### config.mk
export PLATFORM = sky130hd
export DESIGN_NAME = sysctl_regfile
export DESIGN_NICKNAME = d
export VERILOG_FILES = /design/src/rtl/sysctl_pkg.sv /design/src/rtl/sysctl_decode.sv /design/src/rtl/sysctl_bank.sv /design/src/rtl/sysctl_regfile.sv
export SDC_FILE = /design/constraint.sdc
export NUM_CORES = 1
export LEC_CHECK = 0
export BUFFER_PORTS_ARGS = -buffer_cell sky130_fd_sc_hd__buf_2
export CAP_MARGIN = 20
export CORE_ASPECT_RATIO = 1.5
export CORE_UTILIZATION = 30
export CTS_BUF_LIST = sky130_fd_sc_hd__clkbuf_8 sky130_fd_sc_hd__clkbuf_16
export DETAILED_ROUTE_END_ITERATION = 8
export GPL_TIMING_DRIVEN = 1
export PLACE_DENSITY = 0.59
export REMOVE_ABC_BUFFERS = 1
export SLEW_MARGIN = 20
export SYNTH_ARGS = -nofsm -noshare
export SYNTH_HDL_FRONTEND = slang
export SYNTH_SLANG_ARGS = --single-unit
### constraint.sdc
create_clock -name clk -period 3.45 [get_ports clk]
set_input_delay 0.69 -clock clk [delete_from_list [all_inputs] [get_ports clk]]
set_output_delay 0.69 -clock clk [all_outputs]
set_load 0.05 [all_outputs]
### src/rtl/sysctl_pkg.sv
package sysctl_pkg;
  localparam int IDX_W  = 4;
  localparam int OP_W   = 3;
  localparam int NUM_GEN = 5;
  localparam int GEN_AW = $clog2(NUM_GEN);

  typedef enum logic [2:0] {
    K_NONE, K_ID, K_CTRL, K_GEN, K_CACHE, K_TLB
  } kind_e;

  typedef struct packed {
    kind_e             kind;
    logic [GEN_AW-1:0] slot;
    logic              ic_hit;
    logic              tlb_hit;
    logic              cond_hit;
  } dec_t;

  function automatic logic [GEN_AW-1:0] gen_slot(input logic [IDX_W-1:0] pri);
    case (pri)
      4'd3:    return GEN_AW'(1);
      4'd5:    return GEN_AW'(2);
      4'd6:    return GEN_AW'(3);
      4'd13:   return GEN_AW'(4);
      default: return GEN_AW'(0);
    endcase
  endfunction
endpackage

### src/rtl/sysctl_decode.sv
module sysctl_decode
  import sysctl_pkg::*;
(
  input  logic             rd_dir,
  input  logic [IDX_W-1:0] pri,
  input  logic [IDX_W-1:0] sec,
  input  logic [OP_W-1:0]  op2,
  output dec_t             dec
);
  logic sec_ic, sec_tlb, sec_probe;

  always_comb begin
    sec_ic    = (sec == 4'd5) || (sec == 4'd7);
    sec_tlb   = sec_ic || (sec == 4'd6);
    sec_probe = (sec == 4'd10) || (sec == 4'd14);

    dec.slot = gen_slot(pri);
    case (pri)
      4'd0:                      dec.kind = K_ID;
      4'd1:                      dec.kind = K_CTRL;
      4'd2, 4'd3, 4'd5, 4'd6,
      4'd13:                     dec.kind = K_GEN;
      4'd7:                      dec.kind = K_CACHE;
      4'd8:                      dec.kind = K_TLB;
      default:                   dec.kind = K_NONE;
    endcase

    dec.ic_hit   = ((dec.kind == K_CACHE) && !rd_dir && sec_ic) ||
                   ((dec.kind == K_TLB) && sec_ic);
    dec.tlb_hit  = (dec.kind == K_TLB) && sec_tlb;
    dec.cond_hit = (dec.kind == K_CACHE) && rd_dir && sec_probe &&
                   (op2 == OP_W'(3));
  end
endmodule

### src/rtl/sysctl_bank.sv
module sysctl_bank
  import sysctl_pkg::*;
#(
  parameter int DATA_W = 32
) (
  input  logic              clk,
  input  logic              rst,
  input  logic              wr_gen,
  input  logic              wr_ctrl,
  input  logic [GEN_AW-1:0] slot,
  input  logic [DATA_W-1:0] wdata,
  output logic [DATA_W-1:0] gen_rdata,
  output logic [DATA_W-1:0] ctrl_q
);
  logic [DATA_W-1:0] gen_q [NUM_GEN];

  for (genvar g = 0; g < NUM_GEN; g++) begin : g_word
    always_ff @(posedge clk) begin
      if (rst)
        gen_q[g] <= '0;
      else if (wr_gen && (slot == GEN_AW'(g)))
        gen_q[g] <= wdata;
    end
  end

  always_ff @(posedge clk) begin
    if (rst)          ctrl_q <= '0;
    else if (wr_ctrl) ctrl_q <= wdata;
  end

  always_comb begin
    gen_rdata = '0;
    for (int i = 0; i < NUM_GEN; i++)
      if (slot == GEN_AW'(i)) gen_rdata = gen_q[i];
  end
endmodule

### src/rtl/sysctl_regfile.sv
module sysctl_regfile
  import sysctl_pkg::*;
#(
  parameter int              DATA_W   = 32,
  parameter logic [DATA_W-1:0] ID_VALUE = 32'h0A11_0001,
  parameter logic [DATA_W-1:0] MMU_MASK = 32'h0000_030F,
  parameter logic [DATA_W-1:0] VEC_HIGH = 32'hFFFF_0000,
  parameter int              VEC_BIT  = 13,
  parameter int              ERR_BIT  = 15,
  parameter int              NO_WB    = 15
) (
  input  logic              clk,
  input  logic              rst,
  input  logic              req_valid,
  input  logic              req_read,
  input  logic [3:0]        req_pri,
  input  logic [3:0]        req_sec,
  input  logic [2:0]        req_op2,
  input  logic [3:0]        req_dest,
  input  logic [DATA_W-1:0] req_wdata,
  output logic              rd_valid,
  output logic [3:0]        rd_dest,
  output logic [DATA_W-1:0] rd_data,
  output logic              cond_valid,
  output logic              cond_n,
  output logic              cond_z,
  output logic [DATA_W-1:0] vec_base,
  output logic [DATA_W-1:0] mmu_flags,
  output logic              tlb_inval,
  output logic              icache_inval,
  output logic              unsup_err
);
  dec_t              dec;
  logic              wr_gen, wr_ctrl;
  logic [DATA_W-1:0] gen_rdata, ctrl_q, rmux;

  sysctl_decode u_dec (
    .rd_dir (req_read),
    .pri    (req_pri),
    .sec    (req_sec),
    .op2    (req_op2),
    .dec    (dec)
  );

  assign wr_gen  = req_valid && !req_read && (dec.kind == K_GEN);
  assign wr_ctrl = req_valid && !req_read && (dec.kind == K_CTRL);

  sysctl_bank #(.DATA_W(DATA_W)) u_bank (
    .clk       (clk),
    .rst       (rst),
    .wr_gen    (wr_gen),
    .wr_ctrl   (wr_ctrl),
    .slot      (dec.slot),
    .wdata     (req_wdata),
    .gen_rdata (gen_rdata),
    .ctrl_q    (ctrl_q)
  );

  always_comb begin
    case (dec.kind)
      K_ID:    rmux = ID_VALUE;
      K_CTRL:  rmux = ctrl_q;
      K_GEN:   rmux = gen_rdata;
      default: rmux = '0;
    endcase
  end

  always_ff @(posedge clk) begin
    if (rst) begin
      rd_valid     <= 1'b0;
      rd_dest      <= '0;
      rd_data      <= '0;
      cond_valid   <= 1'b0;
      cond_n       <= 1'b0;
      cond_z       <= 1'b0;
      vec_base     <= '0;
      mmu_flags    <= '0;
      tlb_inval    <= 1'b0;
      icache_inval <= 1'b0;
      unsup_err    <= 1'b0;
    end else begin
      rd_valid     <= req_valid && req_read && (req_dest != 4'(NO_WB));
      rd_dest      <= req_dest;
      rd_data      <= rmux;
      cond_valid   <= req_valid && dec.cond_hit;
      cond_n       <= req_valid && dec.cond_hit && rmux[DATA_W-1];
      cond_z       <= req_valid && dec.cond_hit && (rmux == '0);
      tlb_inval    <= req_valid && dec.tlb_hit;
      icache_inval <= req_valid && dec.ic_hit;
      unsup_err    <= wr_ctrl && req_wdata[ERR_BIT];
      if (wr_ctrl) begin
        vec_base  <= req_wdata[VEC_BIT] ? VEC_HIGH : '0;
        mmu_flags <= req_wdata & MMU_MASK;
      end
    end
  end
endmodule

==> results of run 1 <==
synth_stat cells, types with 6 or more instances:
cell type,number
buf_4,70
and2_1,162
a311oi_1,6
nand2_1,154
o21ai_0,64
clkbuf_1,32
a2bb2oi_1,6
a211oi_1,22
nor2_1,34
edfxtp_1,160
buf_6,6
nor2b_1,9
o2bb2ai_1,27
a222oi_1,25
buf_2,26
a21oi_1,71
dfxtp_1,75
clkbuf_2,7
power by group:
| group | total (µW) | internal [µW] | switching (µW) |
|---|---|---|---|
| registers | 3170 | 3130 | 38.7 |
| logic | 675 | 175 | 500 |
| clock network | 2480 | 1380 | 1100 |
| total | 6330 | 4690 | 1640 |
per-stage QoR:
step / setup TNS, ps / total power (µW) / cells
after CTS: 0 / 6387 / 1608
final: 0 / 6325 / 1608
after global routing: 0 / 6549 / 1608
after detailed placement: 0 / 3906 / 1563
after global placement: 0 / 3896 / 1563
after floorplan: -69460 / 3633 / 925
state kept, by name (all words and copies together) (netlist names):
register and flops:
u_bank.ctrl_q 32, rd_valid 1, u_bank.gen_q 160, rd_dest 4, cond_n 1, cond_valid 1
tlb_inval 1, rd_data 32, unsup_err 1, cond_z 1, icache_inval 1
kinds of logic after synthesis:
logic type / synth area share, %
adders and majority gates: 0.5695
DFF: 57.40
other: 0.03414
AOI/OAI and AO/OA: 15.46
and+or+nand+nor: 18.27
buffers and inverters: 8.269
final cells by class:
class / count / area [µm²]
fillers: 3630 / 23380
repair buffers: 160 / 925.9
inverters: 5 / 18.77
flip-flops and latches: 235 / 6306
well taps: 478 / 598.1
multi-input cells: 685 / 3974
clock buffers: 28 / 666.9
clock inverters: 17 / 81.33
path summary, 6_finish.rpt:
kind                           from                  to  slack [ps]  depth (start not counted)
setup reg to reg  u_bank.ctrl_q[27]         rd_data[27]        2220                          3
setup / recovery         req_pri[1]  u_bank.gen_q[3][6]         820                          9
hold / removal          req_dest[0]            rd_valid         370                          2
hold reg to reg   u_bank.ctrl_q[29]         rd_data[29]         460                          2
routing by layer:
layer  vias to the layer above  routed length, µm  global-route usage, %  share of wire, %
li1                       3699                  -                      -                 -
met1                      3822              11600                  18.62                38
met2                       287              16090                  29.89                52
met3                        87               1888                  2.554               6.1
met4                         8               1148                  7.488               3.7
met5                         -                 50                      0              0.16
==> impl_results.md, run 1 <==
- Outcome: finished, final reports clean
- Vias in the first global route: 7686
- Core area: 0.03595 mm²
- FMAX: 0.3798 GHz
- Synth top area cells: edfxtp_1 (44%), dfxtp_1 (14%), and2_1 (9.2%), nand2_1 (5.3%), buf_4 (4.8%)
- Initial Utilization: 30.56%
- DRC: 0
- Critical path buffers and inverters: 4
- Post-synth EDFFs: 160
- Area growth from synthesis to final layout: 14.43%
- Die Ht: 236.4 µm
- Final core occ: 34.97%
- Post-route clock period utilization: 76.31%
- Horiz. Die Dim: 158.2 µm
- Crit-path max FO: 28
- Clk_lat worst skew: 540 ps
- Worst-path clk slew: 60 ps
- Clock sinks: 235
- Worst min-delay path category: in2reg
- Post-route cell area: 0.01257 mm²
- CP Capture Type: flip-flop
- Post-synthesis cell count: 1027
- Via density per instance: 4.915
- Critical path's top delay family: buffers and inverters
- Routed len/inst: 19.14 µm
- Netlist cell types: 56
- Bufs on Longest Clock Path: 3
- Main synth FF type: edfxtp_1
- Final worst slack: 817.2 ps
- GPL Wtd Cong: 0.7825
- Area leader, netlist: edfxtp_1
- Avg Inst Size Synth: 10.70 µm²
- CTS tree: built
- IO Count: 158
- Rel. slew slack: 50.70%
- Cell Pwr Density: 503.2 mW/mm²
- Final Hold Fails: 0
- Max-cap violations: 0
- Gr ovfl total: 0
- Synth top area share: 43.74%
- TritonRoute pass-1 iters: 6
- Yosys Warn Count: 0
- Mapped Area: 0.01099 mm²
- CTS Root Cell: clkbuf_16
- RSZ-0062 raised after global routing: no
- Crit Path Category: in2reg
- Nets: 1168
- Final ANT Viol Nets: 0
- Commonest non-fill, non-tap cells in the layout: and2_1 (161), edfxtp_1 (160), nand2_1 (154)
- CP max stage delay: 360 ps
- Leakage: 0.004715 µW
- Total Routing Usage GR: 16.50%
- Vias: 7903
- Period minus WS final: 2633 ps
- CTS Hold Buffers Added: 0
- Std-Cell Rows: 85
- Commonest non-fill, non-tap cell in the layout: and2_1
- Startpoint Class: primary input
- Pre-CTS setup slack: 313.2 ps
- Arrival @ worst endpoint: 2820 ps
- Largest net degree at the start of global routing: 53
- Total Routed Length: 30.78 mm
- CP Cell Sequence: buf_2, inv_1, ha_1, nor4_4, or3_4, buf_4, nand2_1, o21bai_4, buf_4
- Num CTS Buffers: 25
- Placed inst area: 0.01182 mm²
- Setup Viol. Count Final: 0
- Worst path slowest cell: buf_4
- Max H-tree Level: 1
- Clk_skew: 19.37 ps
- CP required: 3630 ps
- Die area: 0.03740 mm²
- Gates resized, CTS repair: 0
- Synthesis-stage register bit count: 235
- Post-CTS setup buffer count: 0
- Number of DRC markers in iteration 0: 633
- Port Buf Inserts: 115
- Worst VDD drop: 0.2413 mV
- Register area share after synthesis: 57.40%
- Post-synth ARST share: 0%
- Most used cell, CP: buf_4
- Layout cells sized above 1: 19.38%
- Hold slack: 366.9 ps
- Slew Viols, Final: 0
- Worst Max-Slew Pin Slew: 738.4 ps
- Diodes inserted: 0
- DPL Wire Length: 19.23 mm
- First-pass GRT wire length: 46.15 mm
- Initial antenna violation count: 5
No activity file was read; power rests on OpenSTA's default activity.
==> inputs of run 2 (changes only) <==
- ABC_AREA: not set -> 1
- clock period: 3.45 -> 2.4 ns (I/O delays scaled with it)
==> run 2 against run 1 <==
  * Critical path depth down 8
  * Register-to-register slack worse by 880 ps
  * Clock skew is 8.3 ps lower
  * Hold slack got worse by 190 ps
  * Global-route usage decreased by 0.95 points
  * Final cell count grew 7.0%
  * Final area fell by 0.88%
  * Synthesized cell count increased by 12%
  * Synthesized area shrank 3.6%
  * Power increased by 48%
  * Die area down 3.6%
  * Clock power is 52% higher
  * Critical path type is now reg2out
  * Largest power group unchanged
  * Highest routed layer is now met4
==> impl_results.md, run 2 <==
- Outcome: finished, final reports clean
- Post-synth ARST share: 0% (unchanged)
- Initial antenna violation count: 1 (-4)
- Critical path's top delay family: flip-flops
- Synth top area cells: edfxtp_1 (45%), dfxtp_1 (14%), nor2_1 (8.4%), nand4_1 (7.8%), nand2_1 (6.6%)
- Leakage: 0.005195 µW (+10%)
- FILL cells: 3522 (-3.0%)
- GPL Wtd Cong: 0.7631 (-2.5%)
- Footprint of the multi-input gates: 0.003326 mm² (-16%)
- Routed len/inst: 16.30 µm (-15%)
- Gates resized, CTS repair: 0 (unchanged)
- Post-route insts no fill: 1721 (+7.0%)
- Synthesis-stage register bit count: 235 (unchanged)
- Synth top area share: 45.37% (+1.6 points)
- First-pass GRT wire length: 43.50 mm (-5.7%)
- Netlist cell types: 24 (-57%)
- Main synth FF type: edfxtp_1
- Synth cell count leaders: nor2_1 (237), nand2_1 (185), edfxtp_1 (160), nand4_1 (132), inv_1 (83)
- Post-synthesis cell count: 1150 (+12%)
- CTS Hold Buffers Added: 0 (unchanged)
- Storage cell area: 0.006306 mm² (unchanged)
- GRT Max-Usage Layer: met2
- CP max stage delay: 570 ps (+210 ps)
- Startpoint Class: flip-flop
- Final ANT Viol Nets: 0 (unchanged)
- Slew Viols, Final: 0 (unchanged)
- Total Routing Usage GR: 15.55% (-0.95 points)
- Clock sinks: 235 (unchanged)
- Area leader, netlist: edfxtp_1
- Layout cells sized above 1: 16.68% (-2.7 points)
- CTS tree: built
- IO Count: 158 (unchanged)
- Top flop regs: u_bank.gen_q (160), rd_data (32), u_bank.ctrl_q (32)
- Num CTS Buffers: 24 (-4.0%)
- GRT met3 Usage: 2.109% (-0.44 points)
- CP Cell Sequence: buf_2
- Gr ovfl total: 0 (unchanged)
- Dpl cells: 1677 (+7.3%)
- Commonest non-fill, non-tap cell in the layout: nor2_1
- Arrival @ worst endpoint: 1430 ps (-1390 ps)
- Crit-path max FO: 18 (-36%)
- Avg Inst Size Synth: 9.209 µm² (-14%)
- Worst-path clk slew: 60 ps (about the same)
- Met1 Track Usage GR: 18.91% (+0.29 points)
- Post-route clock period utilization: 79.67%
- Area growth from synthesis to final layout: 17.66%
- Port Buf Inserts: 115 (unchanged)
- Worst min-delay path category: in2reg
- Period minus WS final: 1912 ps
- Worst VDD drop: 0.3495 mV (+45%)
- RSZ-0062 raised after global routing: no
- Worst path slowest cell: dfxtp_1
- Final core occ: 36.14% (+1.2 points)
- Via density per instance: 4.784 (-2.7%)
- Std-Cell Rows: 83 (-2.4%)
- Setup Viol. Count Final: 0 (unchanged)
- Vias: 8233 (+4.2%)
- Clk_skew: 11.11 ps (-8.259 ps)
- Nets: 1292 (+11%)
- Bufs on Longest Clock Path: 3 (unchanged)
- Max H-tree Level: 1 (unchanged)
- CP Capture Type: output pin
- FMAX: 0.5230 GHz
- DRC: 0 (unchanged)
- Die Ht: 232.1 µm (-1.8%)
- Rel. slew slack: 64.72% (+14 points)
- Largest net degree at the start of global routing: 43 (-19%)
- Horiz. Die Dim: 155.4 µm (-1.8%)
- Post-synth EDFFs: 160 (unchanged)
- Critical path buffers and inverters: 1 (-3)
- Top-count cell post-synth: nor2_1
- CTS Root Cell: clkbuf_16
- Post-CTS setup buffer count: 0 (unchanged)
- TritonRoute pass-1 iters: 5 (-1)
- CP required: 1920 ps (-1710 ps)
- Vias in the first global route: 7845 (+2.1%)
- Worst Max-Slew Pin Slew: 529.3 ps (-209.1 ps)
- Commonest non-fill, non-tap cells in the layout: nor2_1 (235), nand2_1 (185), edfxtp_1 (160)
- Final Hold Fails: 0 (unchanged)
- Cell Pwr Density: 749.3 mW/mm² (+49%)
- Total Routed Length: 28.04 mm (-8.9%)
- Number of DRC markers in iteration 0: 670 (+5.8%)
- Initial Utilization: 30.72% (+0.16 points)
- Crit Path Category: reg2out
- Flip-flop count of the largest register after layout: 160 (unchanged)
- Mapped Area: 0.01059 mm² (-3.6%)
- DPL Wire Length: 17.37 mm (-9.7%)
- Die area: 0.03607 mm² (-3.6%)
- Met2 GRT Util: 27.65% (-2.2 points)
- Top reg by flops: u_bank.gen_q
- Clk_lat worst skew: 520 ps (-20 ps)
- Yosys Warn Count: 0 (unchanged)
- Max-cap violations: 0 (unchanged)
- Register area share after synthesis: 59.55% (+2.1 points)
- Core area: 0.03448 mm² (-4.1%)
## run 2: worst paths after layout
| check | startpoint | endpoint | slack, ps | cells after the start |
|---|---|---|---|---|
| min reg2reg | u_bank.ctrl_q[24] | u_bank.ctrl_q[24] | 460 | 2 |
| min | req_dest[0] | rd_dest[0] | 180 | 3 |
| max | u_bank.ctrl_q[13] | vec_base[29] | 490 | 1 |
| max reg2reg | u_bank.gen_q[3][10] | rd_data[10] | 1340 | 6 |
## run 2: final cells by class
| class | instances | area share (%) |
|---|---|---|
| tap | 467 | 4.689 |
| inverter | 85 | 2.560 |
| sequential | 235 | 50.61 |
| timing repair buffer | 163 | 9.117 |
| multi-input combinational | 727 | 26.69 |
| clock inverter | 18 | 1.295 |
| clock buffer | 25 | 5.021 |
| antenna | 1 | 0.02008 |
## run 2: kinds of logic after synthesis
kind of cell | Yosys count | synth area share, %
buffers and inverters | 230 | 10.88
AND/OR/NAND/NOR | 606 | 25.44
adder cells (fa/ha/maj) | 5 | 0.5907
other | 1 | 0.03541
AO/OA/AOI/OAI | 73 | 3.509
flip-flops | 235 | 59.55
## run 2: layer usage
metal | wire, µm | share of wire, %
met3 | 1811 | 6.5
met1 | 11210 | 40
met5 | 0 | 0
met4 | 742 | 2.6
met2 | 14280 | 51
## run 2: report_power, final
group,switching [µW],total (µW),internal (µW)
combinational,766,1010,243
sequential,56.4,4560,4500
clock,1560,3770,2200
## run 2: stage by stage
stage          hold WS (ps)  power [µW]  area (µm²)  setup TNS [ps]  worst slack, ps
4_1_cts               162.1        9440       12460               0            458.4
3_3_place_gp          447.4        5647       11670               0            52.95
5_1_grt               190.4        9661       12460               0            328.2
6_report              181.7        9337       12460               0            488.0
3_5_place_dp          452.2        5661       11670          -227.6           -14.68
2_1_floorplan         434.9        5278        9915         -805130            -3551
## run 2: worst register-to-register path, cell delays in order, from the launching register on
cell	delay (ps)
edfxtp_1	330
nand4_1	90
nand2_1	90
inv_1	40
nand4_1	80
nand2_1	60
a21oi_1	270
==> inputs of run 3 (changes only) <==
- ABC_AREA: 1 -> 0
- clock period: 2.4 -> 1.6 ns (I/O delays scaled with it)
==> run 3 against run 2 <==
  * The run now ends with negative setup slack left
  * Die area is 3.7% higher
  * Largest power group unchanged
  * Final area is 9.8% higher
  * Combinational power is 71% higher
  * Sequential cell count stayed put
  * Via count down 0.23%
  * Register-to-register slack worse by 1100 ps
  * Utilization up 1.9 points
  * Non-clock buffer count is 66 higher
  * Power increased by 53%
  * Critical endpoint is now u_bank.gen_q[2][2]
  * Clock-buffer cell count increased by 1
==> impl_results.md, run 3 (synthesis results as in run 1) <==
- Diodes inserted: 0 (-1)
- Reg2reg end: rd_data[1]
- Max-cap violations: 0 (unchanged)
- Startpoint Class: primary input
- Initial antenna violation count: 1 (unchanged)
- First-pass GRT wire length: 48.50 mm (+11%)
- Crit Path Category: in2reg
- Worst min-delay path category: in2reg
- Routed len/inst: 19.35 µm (+19%)
- Clk_skew: 14.56 ps (+3.453 ps)
- FMAX: 0.6170 GHz
- Period minus WS final: 1621 ps
- DRC: 0 (unchanged)
- CTS tree: built
- Flip-flop count of the largest register after layout: 160 (unchanged)
- Horiz. Die Dim: 158.2 µm (+1.8%)
- CP Capture Type: flip-flop
- TritonRoute pass-1 iters: 7 (+2)
- Final ANT Viol Nets: 0 (unchanged)
- Nets: 1238 (-4.2%)
- Slew Viols, Final: 0 (unchanged)
- Outcome: finished, violations left
- Arrival @ worst endpoint: 1890 ps (+460 ps)
- Crit-path max FO: 10 (-8)
- Num CTS Buffers: 25 (+4.2%)
- Rel. slew slack: 66.36% (+1.6 points)
- Area growth from synthesis to final layout: 24.56%
- Final core occ: 38.06% (+1.9 points)
- Worst VDD drop: 0.5591 mV (+60%)
- Layout cells sized above 1: 26.14% (+9.5 points)
- IO Count: 158 (unchanged)
- Max H-tree Level: 1 (unchanged)
- Post-route clock period utilization: 101.3%
- DPL Wire Length: 21.54 mm (+24%)
- Leakage: 0.005220 µW (+0.47%)
- Top flop regs: u_bank.gen_q (160), rd_data (32), u_bank.ctrl_q (32)
- Clock sinks: 235 (unchanged)
- Port Buf Inserts: 115 (unchanged)
- Worst-path clk slew: 60 ps (about the same)
- R2R Setup Slk: 200 ps (-1140 ps)
- Hold path cells: 2 (-1)
- Failing checks: negative setup slack
- FILL cells: 3508 (-0.40%)
- Critical Path Sink: u_bank.gen_q[2][2]
- Worst r2r src: u_bank.gen_q[1][1]
- Vias: 8214 (-0.23%)
- Cell Pwr Density: 1046 mW/mm² (+40%)
- Initial Utilization: 30.56% (-0.16 points)
- Overall Power: 14320 µW (+53%)
- Hold slack: 14.58 ps (-167.2 ps)
- Total Routed Length: 32.48 mm (+16%)
- Core area: 0.03595 mm² (+4.3%)
- Commonest non-fill, non-tap cell in the layout: and2_1
- GPL Wtd Cong: 0.8109 (+6.3%)
- Worst r2r path cells: 6 (unchanged)
- CTS Root Cell: clkbuf_16
- Final Hold Fails: 0 (unchanged)
- Gr ovfl total: 0 (unchanged)
- Bufs on Longest Clock Path: 3 (unchanged)
- Vias in the first global route: 8080 (+3.0%)
- Top reg by flops: u_bank.gen_q
- RSZ-0062 raised after global routing: yes
- CP required: 1870 ps (-50 ps)
- Clk_lat worst skew: 550 ps (+30 ps)
- Final worst slack: -20.62 ps (-508.6 ps)
- Setup Viol. Count Final: 10 (+10)
- Crit. Startpoint: req_pri[3]
- Std-Cell Rows: 85 (+2.4%)
- Worst Max-Slew Pin Slew: 503.5 ps (-25.80 ps)
- Die area: 0.03740 mm² (+3.7%)
- Number of DRC markers in iteration 0: 651 (-2.8%)
- Total Routing Usage GR: 17.38% (+1.8 points)
- Via density per instance: 4.892 (+2.3%)
- Die Ht: 236.4 µm (+1.8%)
- Largest net degree at the start of global routing: 33 (-23%)
- Commonest non-fill, non-tap cells in the layout: and2_1 (161), edfxtp_1 (160), nand2_1 (151)
[run 3: cell count changes in the layout (fill, tap and decap cells not counted), moves of 18 or more]
cell | before | now
buf_2 | 115 | 95
inv_1 | 88 | 7
buf_4 | 32 | 100
o21ai_0 | 0 | 64
and2_1 | 0 | 161
o2bb2ai_1 | 0 | 26
nand3_1 | 40 | 2
nand2_1 | 185 | 151
a211oi_1 | 0 | 18
nand4_1 | 132 | 0
nor2_1 | 235 | 32
a222oi_1 | 0 | 25
[run 3: per-stage QoR]
stage	setup TNS [ps]	cells	area (µm²)	worst slack [ps]
6_report	-194.2	1679	13680	-20.62
5_1_grt	-508.1	1679	13680	-38.98
3_5_place_dp	-212060	1624	12540	-691.7
2_1_floorplan	-487660	925	10250	-5096
4_1_cts	-535.3	1677	13590	-39.64
3_3_place_gp	-218190	1624	12530	-1002
[run 3: area by class of cell]
cell class                 instances  area (µm²)  share of cell area [%]
clock buffer                      26       639.4                   4.673
clock inverter                    20       155.1                   1.134
timing repair buffer             229        1843                   13.47
inverter                           5       26.28                  0.1920
multi-input combinational        686        4111                   30.05
tap                              478       598.1                   4.371
sequential                       235        6310                   46.11
[run 3: how the worst min path moves through the flow]
stage	to	startpoint	slack, ps
global route	rd_dest[3]	req_dest[3]	10
detailed placement	u_bank.ctrl_q[29]	u_bank.ctrl_q[29]	450
finish	rd_dest[0]	req_dest[0]	10
floorplan	rd_data[23]	rst	380
CTS	rd_dest[0]	req_dest[0]	0.6
global placement	u_bank.ctrl_q[29]	u_bank.ctrl_q[29]	440
[run 3: layer usage]
layer	wire [µm]	share of wire [%]	vias up	track usage, %
met4	986	3.0	2	6.818
met1	12310	38	4020	19.93
met2	17350	53	286	31.78
li1	-	-	3838	-
met3	1829	5.6	68	2.499
met5	8	0.025	-	0
[run 3: repair_timing]
action / CTS / global route
gates cloned: 3 / 0
hold buffers: 1 / 0
gates resized for setup: 44 / 20
pin swaps: 9 / 8
setup buffers: 3 / 2
setup endpoints to repair: 221 / 143
endpoints found under the hold margin: 1 / 0
[run 3: worst max-delay path, stage by stage]
cell and delay, ps:
buf_2 200, buf_4 200, and2b_2 280, nand3b_1 200, o21bai_4 310, bufbuf_16 340
[run 3: power breakdown]
group / internal [µW] / switching [µW] / leakage, µW
Clock: 3230 / 2520 / 0.000406
Combinational: 570 / 1160 / 0.00268
Sequential: 6750 / 85.4 / 0.00213
